==> config.mk <==
export PLATFORM = sky130hd
export DESIGN_NAME = vc_input_port
export DESIGN_NICKNAME = d
export VERILOG_FILES = /design/src/rtl/vcip_pkg.sv /design/src/rtl/vcip_fifo.sv /design/src/rtl/vcip_link_ctrl.sv /design/src/rtl/vcip_xmit_ctrl.sv /design/src/rtl/vc_input_port.sv
export SDC_FILE = /design/constraint.sdc
export NUM_CORES = 1
export LEC_CHECK = 0
export BUFFER_PORTS_ARGS = -buffer_cell sky130_fd_sc_hd__buf_2
export CAP_MARGIN = 15
export CORE_MARGIN = 4
export CORE_UTILIZATION = 45
export DETAILED_ROUTE_END_ITERATION = 10
export HOLD_SLACK_MARGIN = 0.12
export PLACE_DENSITY_LB_ADDON = 0.1
export RECOVER_POWER = 100
export REMOVE_ABC_BUFFERS = 1
export SLEW_MARGIN = 25
export SYNTH_ARGS = -nofsm -noshare
export SYNTH_HDL_FRONTEND = slang
export SYNTH_SLANG_ARGS = --single-unit
==> constraint.sdc <==
create_clock -name clk -period 5.3 [get_ports clk]
set_input_delay 0 -clock clk [delete_from_list [all_inputs] [get_ports clk]]
set_output_delay 0 -clock clk [all_outputs]
set_load 0.005 [all_outputs]
==> src/rtl/vcip_pkg.sv <==
package vcip_pkg;
    localparam int FLIT_W   = 32;
    localparam int NUM_VC   = 4;
    localparam int VC_DEPTH = 4;
    localparam int DEST_W   = 4;
    localparam int DEST_LSB = 24;
    localparam int DIR_W    = 2;

    typedef enum logic [1:0] {
        FT_HEAD   = 2'd0,
        FT_BODY   = 2'd1,
        FT_TAIL   = 2'd2,
        FT_SINGLE = 2'd3
    } flit_kind_e;
endpackage

==> src/rtl/vcip_fifo.sv <==
module vcip_fifo #(
    parameter int W     = 32,
    parameter int DEPTH = 4
) (
    input  logic         clk,
    input  logic         rst_n,
    input  logic         wr_en,
    input  logic [W-1:0] wr_data,
    input  logic         rd_en,
    output logic [W-1:0] rd_data,
    output logic         full,
    output logic         empty
);
    localparam int PW = (DEPTH > 1) ? $clog2(DEPTH) : 1;
    localparam int CW = $clog2(DEPTH + 1);

    typedef struct packed {
        logic [DEPTH-1:0][W-1:0] mem;
        logic [PW-1:0]           wptr;
        logic [PW-1:0]           rptr;
        logic [CW-1:0]           cnt;
    } fifo_st_t;

    fifo_st_t st_d, st_q;

    function automatic logic [PW-1:0] bump(input logic [PW-1:0] p);
        return (p == PW'(DEPTH - 1)) ? '0 : p + 1'b1;
    endfunction

    always_comb begin
        st_d = st_q;
        if (wr_en) begin
            st_d.mem[st_q.wptr] = wr_data;
            st_d.wptr           = bump(st_q.wptr);
        end
        if (rd_en) begin
            st_d.rptr = bump(st_q.rptr);
        end
        case ({wr_en, rd_en})
            2'b10:   st_d.cnt = st_q.cnt + 1'b1;
            2'b01:   st_d.cnt = st_q.cnt - 1'b1;
            default: st_d.cnt = st_q.cnt;
        endcase
    end

    always_ff @(posedge clk) begin
        if (!rst_n) begin
            st_q <= '0;
        end else begin
            st_q <= st_d;
        end
    end

    assign rd_data = st_q.mem[st_q.rptr];
    assign full    = (st_q.cnt == CW'(DEPTH));
    assign empty   = (st_q.cnt == '0);

    AST_NO_OVERFLOW: assert property (@(posedge clk) disable iff (!rst_n)
        !(wr_en && full));
    AST_NO_UNDERFLOW: assert property (@(posedge clk) disable iff (!rst_n)
        !(rd_en && empty));
    AST_BOTH_KEEPS_DATA: assert property (@(posedge clk) disable iff (!rst_n)
        (wr_en && rd_en) |=> !empty);
endmodule

==> src/rtl/vcip_link_ctrl.sv <==
module vcip_link_ctrl #(
    parameter int NUM_VC = 4,
    parameter int VC_W   = 2
) (
    input  logic              clk,
    input  logic              rst_n,
    input  logic              up_req,
    input  logic [VC_W-1:0]   up_vc,
    input  logic [NUM_VC-1:0] full,
    output logic              up_ack,
    output logic [NUM_VC-1:0] wr_en
);
    always_comb begin
        wr_en = '0;
        for (int v = 0; v < NUM_VC; v++) begin
            if (up_req && (up_vc == VC_W'(v)) && !full[v]) begin
                wr_en[v] = 1'b1;
            end
        end
    end

    assign up_ack = |wr_en;

    AST_ACK_NEEDS_REQ: assert property (@(posedge clk) disable iff (!rst_n)
        up_ack |-> up_req);
    AST_ONE_WRITE: assert property (@(posedge clk) disable iff (!rst_n)
        $onehot0(wr_en));
endmodule

==> src/rtl/vcip_xmit_ctrl.sv <==
module vcip_xmit_ctrl #(
    parameter int W        = 32,
    parameter int NUM_VC   = 4,
    parameter int VC_W     = 2,
    parameter int DEST_W   = 4,
    parameter int DEST_LSB = 24,
    parameter int DIR_W    = 2
) (
    input  logic                       clk,
    input  logic                       rst_n,
    input  logic [NUM_VC-1:0]          empty,
    input  logic [NUM_VC-1:0][W-1:0]   front,
    output logic                       rt_req,
    output logic [DEST_W-1:0]          rt_dest,
    input  logic [DIR_W-1:0]           rt_dir,
    output logic                       arb_req,
    output logic [DIR_W-1:0]           out_dir,
    input  logic                       arb_en,
    output logic [NUM_VC-1:0]          rd_en,
    output logic                       xb_valid,
    output logic [W-1:0]               xb_data,
    output logic [VC_W-1:0]            xb_vc
);
    import vcip_pkg::*;

    typedef struct packed {
        logic                          busy;
        logic [VC_W-1:0]               cur;
        logic [VC_W-1:0]               last;
        logic [NUM_VC-1:0][DIR_W-1:0]  dir;
    } xc_st_t;

    xc_st_t st_d, st_q;

    logic            found;
    logic [VC_W-1:0] sel;
    flit_kind_e      out_kind;

    always_comb begin
        found = 1'b0;
        sel   = '0;
        for (int k = 1; k <= NUM_VC; k++) begin
            if (!found && !empty[(int'(st_q.last) + k) % NUM_VC]) begin
                found = 1'b1;
                sel   = VC_W'((int'(st_q.last) + k) % NUM_VC);
            end
        end
    end

    assign rt_req   = !st_q.busy && found;
    assign rt_dest  = front[sel][DEST_LSB +: DEST_W];
    assign arb_req  = st_q.busy;
    assign out_dir  = st_q.dir[st_q.cur];
    assign xb_valid = st_q.busy && arb_en && !empty[st_q.cur];
    assign xb_data  = front[st_q.cur];
    assign xb_vc    = st_q.cur;
    assign out_kind = flit_kind_e'(front[st_q.cur][W-1 -: 2]);

    always_comb begin
        rd_en = '0;
        if (xb_valid) begin
            rd_en[st_q.cur] = 1'b1;
        end
    end

    always_comb begin
        st_d = st_q;
        if (!st_q.busy) begin
            if (found) begin
                st_d.busy     = 1'b1;
                st_d.cur      = sel;
                st_d.last     = sel;
                st_d.dir[sel] = rt_dir;
            end
        end else if (xb_valid && (out_kind == FT_TAIL || out_kind == FT_SINGLE)) begin
            st_d.busy = 1'b0;
        end
    end

    always_ff @(posedge clk) begin
        if (!rst_n) begin
            st_q      <= '0;
            st_q.last <= VC_W'(NUM_VC - 1);
        end else begin
            st_q <= st_d;
        end
    end

    AST_ROUTE_WHEN_IDLE: assert property (@(posedge clk) disable iff (!rst_n)
        rt_req |-> !arb_req);
    AST_REQ_HELD: assert property (@(posedge clk) disable iff (!rst_n)
        (arb_req && !xb_valid) |=> arb_req);
    AST_DIR_HELD: assert property (@(posedge clk) disable iff (!rst_n)
        (arb_req && $past(arb_req)) |-> $stable(out_dir));
    AST_READ_GATED: assert property (@(posedge clk) disable iff (!rst_n)
        xb_valid |-> (arb_en && arb_req));
endmodule

==> src/rtl/vc_input_port.sv <==
module vc_input_port (
    input  logic        clk,
    input  logic        rst_n,
    input  logic        up_req,
    input  logic [1:0]  up_vc,
    input  logic [31:0] up_data,
    output logic        up_ack,
    output logic [3:0]  vc_full,
    output logic [3:0]  vc_empty,
    output logic        rt_req,
    output logic [3:0]  rt_dest,
    input  logic [1:0]  rt_dir,
    output logic        arb_req,
    output logic [1:0]  out_dir,
    input  logic        arb_en,
    output logic        xb_valid,
    output logic [31:0] xb_data,
    output logic [1:0]  xb_vc
);
    import vcip_pkg::*;

    localparam int VC_W = $clog2(NUM_VC);

    logic [NUM_VC-1:0]             wr_en;
    logic [NUM_VC-1:0]             rd_en;
    logic [NUM_VC-1:0][FLIT_W-1:0] front;

    vcip_link_ctrl #(.NUM_VC(NUM_VC), .VC_W(VC_W)) u_link (
        .clk    (clk),
        .rst_n  (rst_n),
        .up_req (up_req),
        .up_vc  (up_vc),
        .full   (vc_full),
        .up_ack (up_ack),
        .wr_en  (wr_en)
    );

    for (genvar v = 0; v < NUM_VC; v++) begin : g_vc
        vcip_fifo #(.W(FLIT_W), .DEPTH(VC_DEPTH)) u_fifo (
            .clk     (clk),
            .rst_n   (rst_n),
            .wr_en   (wr_en[v]),
            .wr_data (up_data),
            .rd_en   (rd_en[v]),
            .rd_data (front[v]),
            .full    (vc_full[v]),
            .empty   (vc_empty[v])
        );
    end

    vcip_xmit_ctrl #(
        .W(FLIT_W), .NUM_VC(NUM_VC), .VC_W(VC_W),
        .DEST_W(DEST_W), .DEST_LSB(DEST_LSB), .DIR_W(DIR_W)
    ) u_xmit (
        .clk      (clk),
        .rst_n    (rst_n),
        .empty    (vc_empty),
        .front    (front),
        .rt_req   (rt_req),
        .rt_dest  (rt_dest),
        .rt_dir   (rt_dir),
        .arb_req  (arb_req),
        .out_dir  (out_dir),
        .arb_en   (arb_en),
        .rd_en    (rd_en),
        .xb_valid (xb_valid),
        .xb_data  (xb_data),
        .xb_vc    (xb_vc)
    );
endmodule

Yosys cells after proc, flatten, opt, wreduce, memory -nomap -nowiden
Index checks and enable logic that the tools add are counted.
Widths: inputs -> output; s select.
{"block": "classes", "addsub": 20, "n_lt_le_gt_ge": 20, "n_eq_ne": 25, "muxes": 73, "n_bitwise": 5, "n_reduce_logical": 48}
{"cell": "$bwmux 128", "n": 4}
{"cell": "$bmux 32 s2", "n": 6}
{"cell": "$mux 32", "n": 9}
{"cell": "$demux 32 s2", "n": 4}
{"cell": "$eq 2x2->1 const B", "n": 16}
{"cell": "$lt 2x3->1 const B", "n": 10}
{"cell": "$mux 2", "n": 14}
{"cell": "$mux 28", "n": 1}
{"cell": "$pmux 3 s2", "n": 4}
{"cell": "$logic_and 1x1->1", "n": 21}
{"cell": "$add 2x1->2 const B", "n": 10}
{"cell": "$mux 1", "n": 20}
{"cell": "$lt 3x4->1 const B", "n": 4}
{"cell": "$mux 13", "n": 1}
{"cell": "$add 3x1->3 const B", "n": 4}
{"cell": "$eq 3x3->1 const B", "n": 4}
{"cell": "$ge 2x1->1 const B", "n": 6}
{"cell": "$logic_not 3->1", "n": 4}
{"cell": "$sub 3x1->3 const B", "n": 4}
{"cell": "$logic_not 1->1", "n": 11}
{"cell": "$bmux 1 s2", "n": 5}
{"cell": "$eq 2x1->1 const B", "n": 5}
{"cell": "$bwmux 8", "n": 1}
{"cell": "$reduce_bool 2->1", "n": 4}
{"cell": "other kinds (12)", "n": 19}
{"block": "totals", "register_bits": 553, "wordCells": 226}

Logic depth before layout (Yosys ltp)
{"block": "depth", "word_depth": 22, "depth_mapped": 11}

By module
From an unflattened synthesis, not the netlist that was laid out.
{"block": "hier_totals", "cells_unflattened": 2720, "area_unflattened_um2": 25720.9}
{"module": "vcip_fifo", "instances": 4, "cells_per_inst": 645, "area_per_inst_um2": 6015.8, "seq_area_each_um2": 2702.6}
{"module": "vcip_xmit_ctrl", "instances": 1, "cells_per_inst": 135, "area_per_inst_um2": 1607.8, "seq_area_each_um2": 260.2}
{"module": "vcip_link_ctrl", "instances": 1, "cells_per_inst": 5, "area_per_inst_um2": 50.0, "seq_area_each_um2": 0.0}

Worst setup path before layout
OpenSTA, ideal clock, no wires.
{"block": "synth_path", "path_type": "register to register", "start": "reg u_xmit.st_q (netlist bit u_xmit.xb_vc[1])", "end": "reg g_vc[2].u_fifo.st_q[2] (netlist bit)", "t_arrival_ns": 2.327, "required_time_ns": 5.224, "setup_slack_ns": 2.898, "stages_incl_launch_ff": 10, "synth_period_minus_slack_ns": 2.402, "path_cell_list": "dfxtp_1 -> buf_2 -> nand3_1 -> nor3_1 -> ha_1 -> inv_1 -> fa_1 -> xor2_1 -> or3_1 -> a21boi_0"}
{"block": "synth_via", "elab_chain_cells": 7, "word_cells_on_any_way": 14, "cone_classes": "2 x order compare; 2 x eq/ne; 6 x mux; 4 x reduce/logical"}
{"element": "from (decl)", "line_no": "vcip_xmit_ctrl.sv:33", "source": "xc_st_t st_d, st_q;"}
{"element": "from (signal assigned)", "line_no": "vcip_xmit_ctrl.sv:85", "source": "st_q <= st_d;"}
{"element": "$lt 2x3->1 (not written as such), or another cell as far along", "line_no": "vcip_xmit_ctrl.sv:62", "source": "rd_en[st_q.cur] = 1'b1;"}
{"element": "$logic_and 1x1->1 (not written as such) / $mux 1 (equally long branches)", "line_no": "vcip_xmit_ctrl.sv:62, vcip_xmit_ctrl.sv:54"}
{"element": "$mux 1 (not written as such) / $logic_not 1->1 (equally long branches)", "line_no": "vcip_xmit_ctrl.sv:62, vcip_xmit_ctrl.sv:54"}
{"element": "$demux 1 s2 / $logic_and 1x1->1 (equally long branches)"}
{"element": "$mux 4 (*)", "line_no": "vcip_xmit_ctrl.sv:61", "source": "if (xb_valid) begin"}
{"element": "named net g_vc[2].u_fifo.rd_en", "line_no": "vcip_fifo.sv:9", "source": "input logic rd_en,"}
{"element": "$eq 2x1->1 / $eq 2x2->1 (equally long branches)", "line_no": "vcip_fifo.sv:39", "source": "case ({wr_en, rd_en})"}
{"element": "$pmux 3 s2 / $reduce_bool 2->1 (equally long branches)"}
{"element": "to (signal assigned)", "line_no": "vcip_fifo.sv:50", "source": "st_q <= st_d;"}
{"element": "to (decl)", "line_no": "vcip_fifo.sv:24", "source": "fifo_st_t st_d, st_q;"}
The timed path passes the listed nets; every way through them passes the cells marked *. The select of a mux whose other input is x is not followed.
A chain may end at the register's enable or synchronous reset.

Worst setup path in the final report
{"block": "layout_path", "start": "reg g_vc[3].u_fifo.st_q[0] (netlist bit)", "end": "reg g_vc[3].u_fifo.st_q[13] (netlist bit)"}
{"block": "layout_via", "elab_chain_cells": 4}
{"element": "from (decl)", "line_no": "vcip_fifo.sv:24"}
{"element": "from (signal assigned)", "line_no": "vcip_fifo.sv:50"}
{"element": "$eq 3x3->1", "line_no": "vcip_fifo.sv:55", "source": "assign full = (st_q.cnt == CW'(DEPTH));"}
{"element": "$logic_not 1->1", "line_no": "vcip_link_ctrl.sv:16", "source": "if (up_req && (up_vc == VC_W'(v)) && !full[v]) begin"}
{"element": "$logic_and 1x1->1", "line_no": "vcip_link_ctrl.sv:16"}
{"element": "$mux 1", "line_no": "vcip_link_ctrl.sv:16"}
Every way passes these cells.

==> flow_summary.json <==
{
  "status": "finished with violations",
  "failed_checks": "capacitance limit, slew limit",
  "fillerInstances": 5230,
  "core_region_area_mm2": 0.0555,
  "layout-drive-gt1-share": 0.131,
  "die_area_mm2": 0.0603,
  "wl_per_cell_um": 22.2,
  "cts_tree": "built",
  "skew_ns": 0.0314,
  "clock-sinks": 553,
  "max_freq_mhz": 241,
  "drtIter0Drc": 1422,
  "layout_commonest_cell": "nand2_1",
  "synth_top_family_by_area": "simple AND/OR/NAND/NOR gates",
  "wl_mm": 78.0,
  "synthAdderAreaFrac": 0.0150,
  "crit_required_ns": 5.84,
  "cp-start-kind": "register",
  "finalNonFillerCells": 3518,
  "multiInputGateArea_mm2": 0.0130,
  "final_max_slew_viol_count": 487,
  "final_hold_viol_count": 0,
  "muxShareOfSynthArea": 0.153,
  "synth_area_leaders": "dfxtp_1, nand2_1, mux4_2, a21boi_0, clkbuf_1",
  "die_x_um": 246,
  "end_kind": "register",
  "seq_area_frac_synth": 0.436,
  "antenna_left": 0,
  "cts_buffers": 59,
  "track_usage": 0.255,
  "leakagePower_nw": 9.09,
  "die_h_um": 246,
  "final_cell_mix": "nand2_1, dfxtp_1, a21boi_0",
  "dr.pass1.iters": 5,
  "cts_buffer_depth": 3,
  "syn_area_per_cell_um2": 9.06,
  "gp_congestion": 0.742,
  "synth_top_cell_by_area": "dfxtp_1",
  "cts_root_buffer": "clkbuf_16",
  "max_stage_delay_ns": 2.25,
  "postSynthCellCount": 2804,
  "clk_latency_ns": 0.63,
  "final_net_count": 2789,
  "holdPathStages": 4,
  "yosysUniqueCellTypes": 45,
  "port_buffers": 91,
  "drc": 0,
  "crit_slowest_cell": "and2_0",
  "path_max_fanout": 32,
  "dpl-instance-area_mm2": 0.0259,
  "finalCritPeriodShare": 0.784,
  "gr-total-overflow": 0,
  "synth_top_area_frac": 0.436,
  "synth-simple-area-share": 0.179,
  "rows": 86,
  "fin_area_mm2": 0.0281,
  "worstMarginPinSlew_ns": 3.25,
  "synth_edf_count": 0,
  "hpwl_mm": 41.2,
  "regArea_mm2": 0.0111,
  "ir_drop_mv": 0.266,
  "synth-compound-area-share": 0.163,
  "clk_transition_reported_paths_ns": 0.06,
  "grt_pass1_wl_mm": 118,
  "async_flop_share": 0,
  "grt_max_degree": 196,
  "arrival_ns": 4.70,
  "post_cts_resized": 0,
  "cts_max_level": 2,
  "setup_viol": 0,
  "synth_warnings": 0,
  "path_class": "reg2reg",
  "antenna_found_initial": 0,
  "synth-main-ff-cell": "dfxtp_1",
  "placed_cells": 3365,
  "grt_pass1_vias": 19308,
  "hold_path_class": "in2reg",
  "synth_xor_area_frac": 0.00276,
  "areaGrowthSynthToFinish_pct": 10.5,
  "path_cells": "nor2_1 -> a21oi_1 -> and2_0 -> nand2_1 -> a21boi_0",
  "viasPerCell": 5.60,
  "start_util": 0.458,
  "p_per_area_mw_per_mm2": 321,
  "period_minus_slack_ns": 4.16,
  "drv_cap": 15,
  "rsz0062_at_grt": "false",
  "tns_ns": 0,
  "power_mw": 9.00,
  "vias": 19710,
  "slew_headroom": -1.17,
  "ys_ff_latch": 553,
  "synth_area_mm2": 0.0254,
  "r2r_cells": 5,
  "io_pins": 92
}
[routing by layer]
layer,part of all wire,global-route usage,vias to the layer above
met5,0,0,-
met4,0.030,0.0813,0
met3,0.074,0.0432,154
met2,0.47,0.427,674
met1,0.42,0.340,9744
li1,-,-,9138
[Yosys cell counts (2+ instances only)]
cell type	n
nand2_1	1074
dfxtp_1	553
a21boi_0	463
clkbuf_1	181
mux4_2	161
buf_2	71
a21boi_1	64
inv_1	30
buf_1	28
mux2i_1	25
ha_1	24
and2_1	13
and2_0	12
or3_1	11
buf_4	10
nor2_1	10
o21ai_0	10
nor2b_1	8
a21oi_1	7
fa_1	4
nand3_1	4
nor3_2	4
nor3b_1	4
xnor2_1	4
xor2_1	4
a211oi_1	2
nor3_1	2
nor3b_2	2
o221ai_1	2
or2_2	2
[cells by family (layout without fill, tap and decap cells)]
family          Yosys count  after routing
simple gates           1152           1152
compound gates          555            555
flops                   553            553
buf+inv                 322            287
mux                     186            186
fa+ha+maj                28             28
xor+xnor                  8              8
other cells               0              1
[per-stage QoR]
step | hold slack [ns] | worst slack, ns | util
finish | 0.255 | 1.14 | 0.506
global route | 0.307 | 0.935 | 0.506
CTS | 0.226 | 1.87 | 0.507
detailed placement | 0.349 | 2.04 | 0.466
global placement | 0.322 | 2.13 | 0.464
floorplan | 0.0718 | 1.72 | -
[path summary, 6_finish.rpt]
check | slack (ns) | endpoint | from
setup / recovery | 1.14 | g_vc[3].u_fifo.st_q[13]$_SDFFE_PN0P_ | g_vc[3].u_fifo.st_q[0]$_SDFFE_PN0P_
setup reg to reg | 1.14 | g_vc[3].u_fifo.st_q[13]$_SDFFE_PN0P_ | g_vc[3].u_fifo.st_q[0]$_SDFFE_PN0P_
hold / removal | 0.25 | u_xmit.st_q[4]$_SDFFE_PN0P_ | rt_dir[0]
hold reg to reg | 0.46 | u_xmit.st_q[5]$_SDFFE_PN0P_ | u_xmit.st_q[5]$_SDFFE_PN0P_
[timing repair]
action,CTS,global route
buffers inserted,0,0
hold buffers,42,0
hold endpoints to repair,537,0
[power breakdown]
group,internal (mW),leakage (nW),switching (mW)
registers,4.21,4.47,0.0850
logic,0.270,3.68,0.345
clock network,2.34,0.939,1.74
[worst max-delay path, delay by kind of cell (launching register included)]
kind	cells	cell delay, ns
DFF	1	0.40
AOI/OAI and AO/OA	2	1.17
and+or+nand+nor	3	2.46
[registers in the layout (all words and copies together), names as in the netlist]
name              count
g_vc.u_fifo.st_q    540
u_xmit.xb_vc          2
u_xmit.arb_req        1
u_xmit.st_q          10
[area by class of cell]
type / count / share of cell area
timing repair buffer: 147 / 0.0368
tap: 748 / 0.0333
clock buffer: 91 / 0.0619
inverter: 31 / 0.00414
antenna: 1 / 0.0000891
clock inverter: 18 / 0.00562
sequential: 553 / 0.395
multi-input combinational: 1929 / 0.463
Note: power is estimated with default switching activity, not from simulation.
